<file path="config.mk">
export PLATFORM = sky130hd
export DESIGN_NAME = can_rx_mask_select
export DESIGN_NICKNAME = d
export VERILOG_FILES = /design/src/rtl/can_rx_mask_select.sv
export SDC_FILE = /design/constraint.sdc
export NUM_CORES = 1
export LEC_CHECK = 0
export CAP_MARGIN = 20
export CELL_PAD_IN_SITES_DETAIL_PLACEMENT = 1
export CELL_PAD_IN_SITES_GLOBAL_PLACEMENT = 1
export CORE_ASPECT_RATIO = 1.2
export CORE_MARGIN = 4
export CORE_UTILIZATION = 35
export DETAILED_ROUTE_END_ITERATION = 7
export PLACE_DENSITY_LB_ADDON = 0.1
export SYNTH_ARGS = -nofsm -noshare
export SYNTH_HDL_FRONTEND = slang
export SYNTH_SLANG_ARGS = --single-unit
</file>
<file path="constraint.sdc">
create_clock -name clk -period 9.65 [get_ports clk]
set_input_delay 0.965 -clock clk [delete_from_list [all_inputs] [get_ports clk]]
set_output_delay 0.965 -clock clk [all_outputs]
set_load 0.1 [all_outputs]
</file>
<file path="src/rtl/can_rx_mask_select.sv">
module can_rx_mask_select #(
  parameter int ID_W       = 29,
  parameter int STD_W      = 11,
  parameter int NUM_FLT    = 16,
  parameter int DED_BUF_A  = 14,
  parameter int DED_BUF_B  = 15,
  parameter int DED_FIFO_A = 6,
  parameter int DED_FIFO_B = 7,
  localparam int IDX_W     = $clog2(NUM_FLT),
  localparam int SEL_W     = IDX_W + 1
) (
  input  logic             clk,
  input  logic             rst_n,
  input  logic             frozen_i,
  input  logic             mask_wr_i,
  input  logic [SEL_W-1:0] mask_sel_i,
  input  logic [ID_W-1:0]  mask_wdata_i,
  input  logic             cmp_valid_i,
  input  logic [ID_W-1:0]  rx_id_i,
  input  logic             rx_ext_i,
  input  logic [ID_W-1:0]  flt_id_i,
  input  logic             flt_ext_i,
  input  logic [IDX_W-1:0] flt_idx_i,
  input  logic             fifo_mode_i,
  input  logic             indiv_en_i,
  output logic             accept_o,
  output logic             accept_vld_o
);

  localparam logic [SEL_W-1:0] SEL_GLB = SEL_W'(0);
  localparam logic [SEL_W-1:0] SEL_BA  = SEL_W'(1);
  localparam logic [SEL_W-1:0] SEL_BB  = SEL_W'(2);
  localparam logic [SEL_W-1:0] SEL_FA  = SEL_W'(3);
  localparam logic [SEL_W-1:0] SEL_FB  = SEL_W'(4);
  localparam logic [ID_W-1:0]  STD_KEEP = {{STD_W{1'b1}}, {(ID_W-STD_W){1'b0}}};

  logic [ID_W-1:0] glb_q, ba_q, bb_q, fa_q, fb_q;
  logic [ID_W-1:0] ind_q [NUM_FLT];
  logic [ID_W-1:0] sel_mask, eff_mask;
  logic            wr_ok, hit;

  assign wr_ok = mask_wr_i & frozen_i;

  always_ff @(posedge clk or negedge rst_n) begin
    if (!rst_n) begin
      glb_q <= '0;
      ba_q  <= '0;
      bb_q  <= '0;
      fa_q  <= '0;
      fb_q  <= '0;
    end else if (wr_ok && !mask_sel_i[SEL_W-1]) begin
      case (mask_sel_i)
        SEL_GLB: glb_q <= mask_wdata_i;
        SEL_BA:  ba_q  <= mask_wdata_i;
        SEL_BB:  bb_q  <= mask_wdata_i;
        SEL_FA:  fa_q  <= mask_wdata_i;
        SEL_FB:  fb_q  <= mask_wdata_i;
        default: ;
      endcase
    end
  end

  for (genvar g = 0; g < NUM_FLT; g++) begin : g_ind
    always_ff @(posedge clk or negedge rst_n) begin
      if (!rst_n)
        ind_q[g] <= '0;
      else if (wr_ok && mask_sel_i[SEL_W-1] && mask_sel_i[IDX_W-1:0] == IDX_W'(g))
        ind_q[g] <= mask_wdata_i;
    end
  end

  always_comb begin
    sel_mask = glb_q;
    if (indiv_en_i) begin
      sel_mask = ind_q[flt_idx_i];
    end else if (fifo_mode_i) begin
      if (flt_idx_i == IDX_W'(DED_FIFO_A))      sel_mask = fa_q;
      else if (flt_idx_i == IDX_W'(DED_FIFO_B)) sel_mask = fb_q;
    end else begin
      if (flt_idx_i == IDX_W'(DED_BUF_A))       sel_mask = ba_q;
      else if (flt_idx_i == IDX_W'(DED_BUF_B))  sel_mask = bb_q;
    end
  end

  assign eff_mask = rx_ext_i ? sel_mask : (sel_mask & STD_KEEP);
  assign hit      = (rx_ext_i == flt_ext_i) && (((rx_id_i ^ flt_id_i) & eff_mask) == '0);

  always_ff @(posedge clk or negedge rst_n) begin
    if (!rst_n) begin
      accept_o     <= 1'b0;
      accept_vld_o <= 1'b0;
    end else begin
      accept_vld_o <= cmp_valid_i;
      accept_o     <= cmp_valid_i & hit;
    end
  end

  AST_VLD_FOLLOWS: assert property (@(posedge clk) disable iff (!rst_n)
    cmp_valid_i |=> accept_vld_o) else $error("valid timing");
  AST_EXT_MISMATCH: assert property (@(posedge clk) disable iff (!rst_n)
    (cmp_valid_i && rx_ext_i != flt_ext_i) |=> !accept_o) else $error("ext flag");
  AST_ZERO_MASK: assert property (@(posedge clk) disable iff (!rst_n)
    (cmp_valid_i && sel_mask == '0 && rx_ext_i == flt_ext_i) |=> accept_o) else $error("zero mask");
  AST_STD_UPPER: assert property (@(posedge clk) disable iff (!rst_n)
    (cmp_valid_i && !rx_ext_i && !flt_ext_i && rx_id_i[ID_W-1 -: STD_W] == flt_id_i[ID_W-1 -: STD_W])
    |=> accept_o) else $error("std id");
  AST_NO_WR_UNFROZEN: assert property (@(posedge clk) disable iff (!rst_n)
    (mask_wr_i && !frozen_i) |=> $stable(glb_q)) else $error("unfrozen write");
  AST_ACC_NEEDS_VLD: assert property (@(posedge clk) disable iff (!rst_n)
    !cmp_valid_i |=> !accept_o) else $error("stray accept");

endmodule

</file>
== Word-level counts from Yosys, hierarchy flattened ==
Index checks and enable logic that the tools add are counted.
Operators by class
  add/subtract/negate cells: 0
  $mul: 0
  div/mod/pow operators: 0
  order comparisons: 1
  equal/unequal tests: 24
  shift-type cells: 0
  mux-type cells: 10
  bitwise logic cells: 5
  reduce and logical (&&, ||, !) cells: 28
Operators with widths (number)
  two-way mux 29 bit: 8
  binary-select mux 29 bit (select 4 bit): 1
  equality test 4 bit (second input constant): 10
  AND 29 bit: 1
  logical NOT 29 bit: 1
  XOR 29 bit: 1
  equality test 4 x 3 -> 1 bit (second input constant): 6
  logical AND 1 bit: 19
  two-way mux 18 bit: 1
  equality test 5 x 2 -> 1 bit (second input constant): 2
  AND reduction 2 bit: 5
  equality test 4 x 2 -> 1 bit (second input constant): 2
  equality test 5 x 1 -> 1 bit (second input constant): 1
  equality test 5 x 3 -> 1 bit (second input constant): 1
  >= comparator 5 bit (second input constant): 1
  logical NOT 5 bit: 1
  NOT 4 -> 5 bit: 1
  equality test 4 x 1 -> 1 bit (second input constant): 1
  logical NOT 4 bit: 1
  AND 1 bit: 2
  equality test 1 bit: 1
  logical NOT 1 bit: 1
Storage, ports and cells
  register bits after elaboration: 611
  bits in latches: 0
  RAM bits: 0
  memory bits (read-only): 0
  bits of input ports: 105
  output and inout port bits: 2
  logic and storage cells: 91
  memories kept: 0

== Logic depth before layout (Yosys ltp) ==
Gate-level depths: netlist of run 1.
  word-level depth: 10
  depth in mapped cells: 17
  depth with buffers taken out: 8

== Worst setup path after synthesis of run 1 ==
OpenSTA, ideal clock, no wires.
  path kind: in2reg
  from: input port flt_idx_i[0]
  to: register accept_o
  setup time: 0.111 ns
  data arrival time: 3.927 ns
  required time: 9.539 ns
  setup slack: 5.611 ns
  cell stages on the path: 13
  path buffers: 6
  cell sequence: buf_6 buf_2 buf_2 buf_4 buf_4 buf_2 mux4_2 mux4_2 a21oi_1 nand4_1 nor4_1 a31oi_1 a2111oi_2
Between the ends
  cells in the longest elaborated chain, start to end: 10
  elaborated cells on any way between the ends: 19
  classes of those cells: eq/ne: 4; mux: 10; bitwise: 3; reduce/logical: 2
Ends and longest elaborated chain
  from (decl): RTL line 23  | input logic [IDX_W-1:0] flt_idx_i,
  NOT 4 -> 5 bit (not written as such), or another cell as far along: RTL line 75  | sel_mask = ind_q[flt_idx_i];
  binary-select mux 29 bit (select 4 bit), or another cell as far along: RTL line 75
  two-way mux 29 bit, on equally long branches: RTL line 75, 77, 80
  two-way mux 29 bit, on equally long branches: RTL line 75, 76
  two-way mux 29 bit *: RTL line 74  | if (indiv_en_i) begin
  two-way mux 18 bit: RTL line 85  | assign eff_mask = rx_ext_i ? sel_mask : (sel_mask & STD_KEEP);
  AND 29 bit *: RTL line 86  | assign hit = (rx_ext_i == flt_ext_i) && (((rx_id_i ^ flt_id_i) & eff_mask) == '0);
  logical NOT 29 bit *: RTL line 86
  logical AND 1 bit *: RTL line 86
  AND 1 bit *: RTL line 94  | accept_o <= cmp_valid_i & hit;
  to (signal assigned): RTL line 94
  to (decl): RTL line 26  | output logic accept_o,
Every way passes the cells marked *; elsewhere a longest branch is shown, timed or not. The select of a mux whose other input is x is not followed.
A chain may end at the register's enable or synchronous reset.

== Final worst setup path of run 1 ==
  from: input port flt_idx_i[1]
  to: register accept_o
Same word-level chain as after synthesis.

==> results.sh, run 1 <==
export IMPL_r2r_start="ind_q[406]"
export IMPL_gp_congestion=0.7469
export IMPL_drt_wl_total_um=87380
export IMPL_crit_path_start="flt_idx_i[1]"
export IMPL_ys_flop_type="dfrtp_1"
export IMPL_insertion_delay_ns=0.61
export IMPL_boundaryPins=107
export IMPL_synthToLayoutAreaGrowth_pct=14.89
export IMPL_power_internal_mw=4.915
export IMPL_critPathArrivalTime_ns=5.13
export IMPL_cts_setup_buffers=0
export IMPL_synth_top_area_share_pct=53.42
export IMPL_fin_tns_setup_ns=0
export IMPL_cts_inserted_buffers=70
export IMPL_vias_per_cell=5.482
export IMPL_drc=0
export IMPL_max_freq_ghz=0.2160
export IMPL_htreeDepth=3
export IMPL_criticalPathCategory="primary input to flip-flop"
export IMPL_wl_met1_um=38750
export IMPL_syn_nets=2083
export IMPL_synth_cells=1978
export IMPL_cts_sinks=611
export IMPL_p_switching_mw=1.647
export IMPL_synth_distinct_cells=60
export IMPL_finalSetupViolations=0
export IMPL_worst_pin_slew_ns=1.079
export IMPL_first_pass_iters=5
export IMPL_synthTopCellsByArea="dfrtp_1, mux2_2, mux4_2"
export IMPL_start_util_pct=35.39
export IMPL_grt_max_degree=170
export IMPL_clockRootBuffer="clkbuf_16"
export IMPL_drtAntennaViolNets=0
export IMPL_met3WireLength_um=2542
export IMPL_critPathLaunchType="primary input"
export IMPL_cts_hold_buf=0
export IMPL_synth_most_common_cell="mux2_2"
export IMPL_maxCapViolations=0
export IMPL_slew_headroom_pct=27.42
export IMPL_p_sw_share_pct=25.09
export IMPL_status="finished clean"
export IMPL_ys_ff_latch=611
export IMPL_grt_usage_pct=20.33
export IMPL_drive_gt1_share_pct=44.41
export IMPL_p_clk_share_pct=39.6
export IMPL_cts_tree="done"
export IMPL_ys_seq_area_share_pct=53.42
export IMPL_grt_pass1_wl_um=129300
export IMPL_rsz0062_at_grt="no"
export IMPL_path_clk_slew_ns=0.06
export IMPL_synth_edff_count=0
export IMPL_dp_hpwl_um=51930
export IMPL_antenna_found_initial=0
export IMPL_p_per_area_mw_per_mm2=199.6
export IMPL_crit_path_end_kind="flip-flop"
export IMPL_fin_crit_sh_pct=47.98
export IMPL_slew_violations=0
export IMPL_fin_nets=2114
export IMPL_hp_class="primary input to asynchronous set/reset pin"
export IMPL_dieArea_mm2=0.08643
export IMPL_fin_skew_ns=0.01666
export IMPL_core_area_mm2=0.08088
export IMPL_routedWlPerCell_um=28.18
export IMPL_pwr_share_comb_pct=13.6
export IMPL_worst_ir_drop_vdd_mv=0.1130
export IMPL_critPathMaxFanout=41
export IMPL_hold_violations=0
export IMPL_async_reset_ff_share_pct=100.0
export IMPL_rows=114
export IMPL_p_leak_nw=14.94
export IMPL_ys_warn_count=0
export IMPL_wl_met2_um=44220
export IMPL_cp_required_ns=10.15
export IMPL_synth_common_cells="mux2_2, dfrtp_1, clkbuf_1"
export IMPL_drtIter0Drc=861
export IMPL_p_seq_share_pct=46.8
export IMPL_fp_dieW_um=269.0
export IMPL_min_period_ns=4.630
export IMPL_cts_resized=0
export IMPL_top_layer_used="met4"
export IMPL_port_buffers=106
export IMPL_grt_pass1_vias=19030
export IMPL_num_vias=17000
export IMPL_synth_top_area_cell="dfrtp_1"
export IMPL_die_h_um=321.3
export IMPL_utilization_pct=40.66
export IMPL_syn_area_per_cell_um2=14.47
export IMPL_grt_ovfl_total=0
export IMPL_cts_buffer_depth=3
export IMPL_syn_cell_area_mm2=0.02862
cell type report:
type / instances / area [um2]
multi-input cells: 1176 / 12630
flip-flops and latches: 611 / 15290
fillers: 8094 / 47990
inverters: 3 / 11.26
clock inverters: 13 / 73.82
diodes: 1 / 2.502
clock buffers: 106 / 2141
well taps: 1044 / 1306
repair buffers: 147 / 1429
routing by layer:
| metal | GRT usage [%] | up-vias |
|---|---|---|
| met5 | 0 | - |
| met4 | 5.392 | 0 |
| met1 | 27.00 | 9269 |
| met2 | 35.36 | 272 |
| li1 | - | 7363 |
| met3 | 2.387 | 96 |
kinds of logic (layout without fill, tap and decap cells):
| kind of cell | count (synthesis) | after routing | synth area share, % |
|---|---|---|---|
| mux | 824 | 824 | 36.23 |
| simple gates | 177 | 177 | 3.108 |
| other cells | 0 | 1 | 0 |
| compound gates | 145 | 145 | 3.524 |
| xor+xnor | 30 | 30 | 0.9180 |
| flops | 611 | 611 | 53.42 |
| buf+inv | 191 | 269 | 2.802 |
state kept, by name (all words and copies together) (netlist names):
| name | cells |
|---|---|
| glb_q | 29 |
| accept_o | 1 |
| fb_q | 29 |
| ind_q | 464 |
| bb_q | 29 |
| ba_q | 29 |
| fa_q | 29 |
| accept_vld_o | 1 |
worst paths after layout:
| check | endpoint | slack, ns | cells past startpoint |
|---|---|---|---|
| worst max-delay path | accept_o | 5.02 | 10 |
| worst min-delay path | ind_q[427] | 0.40 | 1 |
| worst max register to register | accept_o | 5.97 | 8 |
| worst min register to register | ind_q[0] | 0.50 | 1 |
| max in group asynchronous | ind_q[196] | 7.01 | 3 |
| min in group clk | ind_q[0] | 0.50 | 1 |
power by group through the flow:
stage	clock network, mW	logic (mW)	registers (mW)
finish	2.60	0.892	3.07
global route	2.80	0.974	3.11
CTS	2.69	0.912	3.07
detailed placement	0	0.908	3.12
global placement	0	0.881	3.09
floorplan	0	0.624	3.06
cell usage in the layout (no fill, tap or decap), types with 9 or more instances in the layout:
cell / count
nand2_2: 9
nor2_1: 33
nor2b_1: 18
nand2_1: 47
xor2_1: 14
mux2_2: 633
a211oi_1: 23
o21ai_0: 19
xnor2_1: 16
mux4_2: 101
o211ai_1: 21
clkbuf_8: 19
dfrtp_1: 611
nand2b_1: 10
nand3_1: 9
o22ai_1: 12
mux2i_1: 86
buf_4: 38
clkinv_2: 10
clkbuf_1: 14
clkdlybuf4s50_1: 99
clkbuf_16: 73
a21oi_1: 24
through the flow:
stage               instance area (um2)  hold WS (ns)  power (mW)  worst slack (ns)  cells
global route                      32880        0.4881       6.877             4.923   3100
CTS                               32850        0.4326       6.668             5.016   3099
detailed placement                30640        0.4867       4.023             4.363   2980
floorplan                         28620        0.4701       3.680             5.611   1978
global placement                  30600        0.4789       3.973             4.404   2978
finish                            32880        0.3971       6.562             5.020   3101
worst max-delay path, cell delays in order:
cell,delay [ns]
buf_4,0.34
buf_4,0.67
mux4_1,0.40
mux2_2,0.28
and4_4,0.18
or3_1,0.42
or4_1,0.56
or4_1,0.49
nand4bb_1,0.35
a2111oi_2,0.41
(Power assumes the default switching activity.)
==> inputs of run 2 (changes only) <==
clock period = 3.77 ns   (was 9.65 ns; I/O delays follow)
==> run 2 against run 1 <==
  * Sequential share of layout area fell by 0.97 points
  * Die area did not move
  * First-iteration DRC count fell by 18%
  * Wire length fell by 0.64%
  * Register-to-register slack got worse by 5.8 ns
  * Via count rose by 1.2%
  * Sequential cell count did not move
  * Worst hold slack got worse by 0.036 ns
  * Core utilization rose by 0.87 points
  * Sequential power rose to 2.6 times the previous value
  * Non-clock buffer count rose by 46
  * Largest power group unchanged
==> results.sh, run 2 (synthesized netlist as in run 1, its figures left out) <==
export IMPL_status="finished clean"
export IMPL_htreeDepth=3
export IMPL_p_leak_nw=15.29
export IMPL_drive_gt1_share_pct=45.51
export IMPL_start_util_pct=35.39
export IMPL_final_common_cell="mux2_2"
export IMPL_crit_path_end_kind="flip-flop"
export IMPL_met3WireLength_um=3223
export IMPL_dp_hpwl_um=54990
export IMPL_mostFrequentLayoutCells="mux2_2, dfrtp_1, mux4_2"
export IMPL_insertion_delay_ns=0.62
export IMPL_wl_met1_um=38820
export IMPL_pwr_share_comb_pct=13.6
export IMPL_cp_cell_sequence="mux4_1, mux2_2, and4_4, or3_1, or4_1, or4_1, nand4bb_1, a2111oi_2"
export IMPL_p_total_mw=17.12
export IMPL_rows=114
export IMPL_p_seq_share_pct=45.9
export IMPL_routedWlPerCell_um=27.55
export IMPL_rsz0062_at_grt="no"
export IMPL_drtIter0Drc=710
export IMPL_slew_headroom_pct=32.37
export IMPL_maxCapViolations=0
export IMPL_critPathMaxStageDelay_ns=0.53
export IMPL_holdWs_ns=0.3615
export IMPL_power_internal_mw=12.88
export IMPL_boundaryPins=107
export IMPL_largest_reg_flops=464
export IMPL_wl_met2_um=42580
export IMPL_fin_crit_sh_pct=96.17
export IMPL_drtAntennaViolNets=0
export IMPL_worst_pin_slew_ns=1.011
export IMPL_grt_pass1_vias=19410
export IMPL_fin_skew_ns=0.01279
export IMPL_first_pass_iters=4
export IMPL_fin_nets=2161
export IMPL_grt_ovfl_total=0
export IMPL_criticalPathCategory="flip-flop to flip-flop"
export IMPL_max_freq_ghz=0.2758
export IMPL_critPathLaunchType="flip-flop"
export IMPL_finalSetupViolations=0
export IMPL_ff_latch_area_mm2=0.01529
export IMPL_reg2reg_slack_ns=0.14
export IMPL_p_per_area_mw_per_mm2=509.6
export IMPL_path_common_cell="or4_1"
export IMPL_die_h_um=321.3
export IMPL_hold_violations=0
export IMPL_cts_sinks=611
export IMPL_fin_tns_setup_ns=0
export IMPL_cp_required_ns=4.27
export IMPL_path_clk_slew_ns=0.06
export IMPL_multi_input_area_mm2=0.01263
export IMPL_p_clk_share_pct=40.5
export IMPL_top_layer_used="met4"
export IMPL_drc=0
export IMPL_core_area_mm2=0.08088
export IMPL_regMostFlops="ind_q"
export IMPL_cts_tree="done"
export IMPL_placement_cell_area_mm2=0.03125
export IMPL_cts_setup_buffers=0
export IMPL_fp_dieW_um=269.0
export IMPL_critPathMaxFanout=2
export IMPL_vias_per_cell=5.460
export IMPL_grt_usage_pct=20.32
export IMPL_hp_class="primary input to flip-flop"
export IMPL_slowest_stage="or4_1"
export IMPL_clockRootBuffer="clkbuf_16"
export IMPL_slew_violations=0
export IMPL_cts_inserted_buffers=71
export IMPL_gp_congestion=0.7389
export IMPL_num_vias=17200
export IMPL_port_buffers=106
export IMPL_design_area_mm2=0.03358
export IMPL_critPathArrivalTime_ns=4.12
export IMPL_dieArea_mm2=0.08643
export IMPL_cts_buffer_depth=3
export IMPL_grt_max_degree=105
export IMPL_antenna_found_initial=1
export IMPL_p_sw_share_pct=24.73
export IMPL_synthToLayoutAreaGrowth_pct=17.34
export IMPL_utilization_pct=41.53
export IMPL_fillCellCount=8001
export IMPL_worst_ir_drop_vdd_mv=0.2731
export IMPL_min_period_ns=3.626
export IMPL_p_switching_mw=4.233
export IMPL_grt_pass1_wl_um=129700
export IMPL_drt_wl_total_um=86820
==> run 2: changes by cell type in the layout (fill, tap and decap cells not counted), moves of 2 or more <==
cell / previous run / this run
bufinv_16: 0 / 4
clkbuf_16: 73 / 75
buf_4: 38 / 63
clkbuf_1: 14 / 17
clkbuf_8: 19 / 13
inv_6: 0 / 3
buf_12: 4 / 25
clkinv_2: 10 / 7
==> run 2: final cells by class <==
| class | count | share of cell area [%] |
|---|---|---|
| Antenna cell | 2 | 0.01490 |
| Clock buffer | 105 | 6.311 |
| Clock inverter | 17 | 0.6073 |
| Inverter | 3 | 0.03353 |
| Multi-Input combinational cell | 1176 | 37.61 |
| Sequential cell | 611 | 45.53 |
| Tap cell | 1044 | 3.889 |
| Timing Repair Buffer | 193 | 6.013 |
==> run 2: path summary, 6_finish.rpt <==
path / endpoint / startpoint / depth (start not counted)
setup / recovery: accept_o / ind_q[406] / 8
hold / removal: accept_vld_o / cmp_valid_i / 1
setup reg to reg: accept_o / ind_q[406] / 8
hold reg to reg: ind_q[319] / ind_q[319] / 1
max in group asynchronous: ind_q[290] / rst_n / 3
min in group asynchronous: ind_q[195] / rst_n / 2
==> run 2: routing by layer <==
layer	GRT usage [%]	up-vias
met1	27.48	9380
met5	0	-
li1	-	7448
met4	6.263	0
met3	2.632	99
met2	34.18	277
==> run 2: worst max-delay path: cells and delay by family (launching register included) <==
kind / cells / cell delay (ns)
mux: 2 / 0.79
flops: 1 / 0.38
simple gates: 5 / 1.91
compound gates: 1 / 0.43
==> run 2: timing repair <==
action / in CTS / in global routing
gates resized for setup: 0 / 0
hold buffers: 1 / 0
endpoints found under the hold margin: 88 / 0
==> run 2: power groups by stage <==
stage               registers, mW  clock network [mW]  logic, mW
floorplan                    7.82                   0       1.60
global placement             7.91                   0       2.30
detailed placement           7.97                   0       2.37
CTS                          7.86                7.16       2.38
global route                 7.96                7.42       2.54
finish                       7.86                6.93       2.33
==> run 2: through the flow <==
stage	cells	setup slack, ns
finish	3151	0.1443
global route	3150	0.06617
CTS	3149	0.1438
detailed placement	3026	-0.008509
global placement	3026	0.03171
floorplan	1978	0.3194
==> inputs of run 3 (changes only) <==
CORE_UTILIZATION = 40   (was 35)
REMOVE_ABC_BUFFERS = 1   (was default)
==> run 3 against run 2 <==
  * Final cell count fell by 4.0%
  * Final area fell by 0.83%
  * Maximum frequency rose by 0.97%
  * Critical path depth did not move
  * Clock skew barely moved
  * First-iteration DRC count rose by 17%
  * Via count barely moved
  * Die area fell by 12%
  * Sequential share of layout area rose by 0.38 points
  * Wire length fell by 3.8%
  * Critical path type unchanged
==> results.sh, run 3 (synthesized netlist as in run 1, its figures left out) <==
export IMPL_rows=107
export IMPL_insertion_delay_ns=0.58
export IMPL_mostFrequentLayoutCells="mux2_2, dfrtp_1, mux4_2"
export IMPL_hp_class="primary input to flip-flop"
export IMPL_min_period_ns=3.591
export IMPL_cp_required_ns=4.24
export IMPL_drt_wl_total_um=83540
export IMPL_regMostFlops="ind_q"
export IMPL_gp_congestion=0.7577
export IMPL_clockRootBuffer="clkbuf_16"
export IMPL_grt_max_degree=81
export IMPL_critPathArrivalTime_ns=4.06
export IMPL_cts_tree="done"
export IMPL_die_h_um=301.0
export IMPL_antenna_found_initial=3
export IMPL_path_clk_slew_ns=0.06
export IMPL_htreeDepth=3
export IMPL_fin_crit_sh_pct=95.25
export IMPL_final_common_cell="mux2_2"
export IMPL_cts_sinks=611
export IMPL_grt_ovfl_total=0
export IMPL_drive_gt1_share_pct=45.52
export IMPL_fin_tns_setup_ns=0
export IMPL_worst_ir_drop_vdd_mv=0.3315
export IMPL_cts_resized=0
export IMPL_reg2reg_slack_ns=0.18
export IMPL_r2r_end="accept_o"
export IMPL_place_ws_ns=0.003201
export IMPL_crit_path_end_kind="flip-flop"
export IMPL_drtIter0Drc=831
export IMPL_dp_hpwl_um=52280
export IMPL_slew_violations=0
export IMPL_grt_pass1_wl_um=126400
export IMPL_hold_violations=0
export IMPL_holdWs_ns=0.3557
export IMPL_rsz0062_at_grt="no"
export IMPL_largest_reg_flops=464
export IMPL_drtAntennaViolNets=0
export IMPL_finalSetupViolations=0
export IMPL_design_area_mm2=0.03331
export IMPL_min_to="accept_vld_o"
export IMPL_drc=0
export IMPL_p_leak_nw=15.25
export IMPL_start_util_pct=40.34
export IMPL_grt_pass1_vias=19490
export IMPL_dieArea_mm2=0.07591
export IMPL_worst_pin_slew_ns=0.9589
export IMPL_routedWlPerCell_um=27.62
export IMPL_fin_skew_ns=0.01306
export IMPL_worst_r2r_path_depth=8
export IMPL_slew_headroom_pct=34.42
export IMPL_grt_usage_pct=22.20
export IMPL_fin_nets=2153
export IMPL_boundaryPins=107
export IMPL_fin_ws_ns=0.1792
export IMPL_critPathMaxFanout=2
export IMPL_num_vias=17200
export IMPL_cts_buffer_depth=3
export IMPL_r2r_start="ind_q[290]"
export IMPL_utilization_pct=46.94
export IMPL_maxCapViolations=0
export IMPL_holdPathStages=1
export IMPL_core_area_mm2=0.07096
export IMPL_criticalPathCategory="flip-flop to flip-flop"
export IMPL_max_freq_ghz=0.2785
export IMPL_status="finished clean"
export IMPL_p_per_area_mw_per_mm2=509.5
export IMPL_first_pass_iters=6
export IMPL_fp_dieW_um=252.2
export IMPL_vias_per_cell=5.686
export IMPL_port_buffers=106
export IMPL_critPathLaunchType="flip-flop"
export IMPL_placement_cell_area_mm2=0.03099
export IMPL_hp_start="cmp_valid_i"
export IMPL_cts_inserted_buffers=68
export IMPL_synthToLayoutAreaGrowth_pct=16.37
run 3: changes by cell type in the layout (fill, tap and decap cells not counted), sizes merged:
cell      change
clkinvlp      -3
diode         -1
clkbuf        -1
buf           -5
clkinv        +5
inv           -3
run 3: metal layers:
layer	track usage (%)	up-vias	share of wire [%]
met5	0	-	0
met4	6.280	0	2.6
met3	2.721	115	2.9
met2	38.39	251	50
met1	29.61	9400	44
li1	-	7433	-
run 3: layout make-up:
class                           count  area, um2
Fill cell                        6970      37650
Multi-Input combinational cell   1176      12630
Clock buffer                      104       2123
Sequential cell                   611      15290
Antenna cell                        1      2.502
Tap cell                          926       1159
Timing Repair Buffer              188       1907
Inverter                            3      11.26
Clock inverter                     16      183.9
run 3: worst max-delay path by stage:
stage | slack (ns) | cells past startpoint | start | endpoint
floorplan | 0.30 | 8 | flt_idx_i[3] | accept_o
global placement | 0.07 | 10 | flt_idx_i[0] | accept_o
detailed placement | 0.003 | 12 | flt_idx_i[0] | accept_o
CTS | 0.19 | 8 | ind_q[290] | accept_o
global route | 0.11 | 8 | ind_q[290] | accept_o
finish | 0.18 | 8 | ind_q[290] | accept_o
run 3: metrics by stage:
stage,total power [mW],instances
6_report,16.97,3025
5_1_grt,17.75,3024
4_1_cts,17.21,3024
3_5_place_dp,10.30,2903
3_3_place_gp,10.15,2903
2_1_floorplan,9.259,1790
run 3: timing repair:
| item | in CTS | in global routing |
|---|---|---|
| hold endpoints to repair | 69 | 0 |
| setup buffers | 0 | 0 |
| hold buffers | 1 | 0 |
| setup endpoints to repair | 0 | 0 |
run 3: power by group:
part | leakage [nW] | internal, mW | switching, mW
registers | 8.12 | 7.43 | 0.435
logic | 5.98 | 1.29 | 1.00
clock network | 1.15 | 4.15 | 2.67
total | 15.2 | 12.9 | 4.11
run 3: critical path, cell delays in order (launching register included):
cell,delay [ns]
dfrtp_1,0.37
mux4_1,0.49
mux2_2,0.30
and4_4,0.19
or3_1,0.41
or4_1,0.52
or4_1,0.43
nand4bb_1,0.33
a2111oi_2,0.45
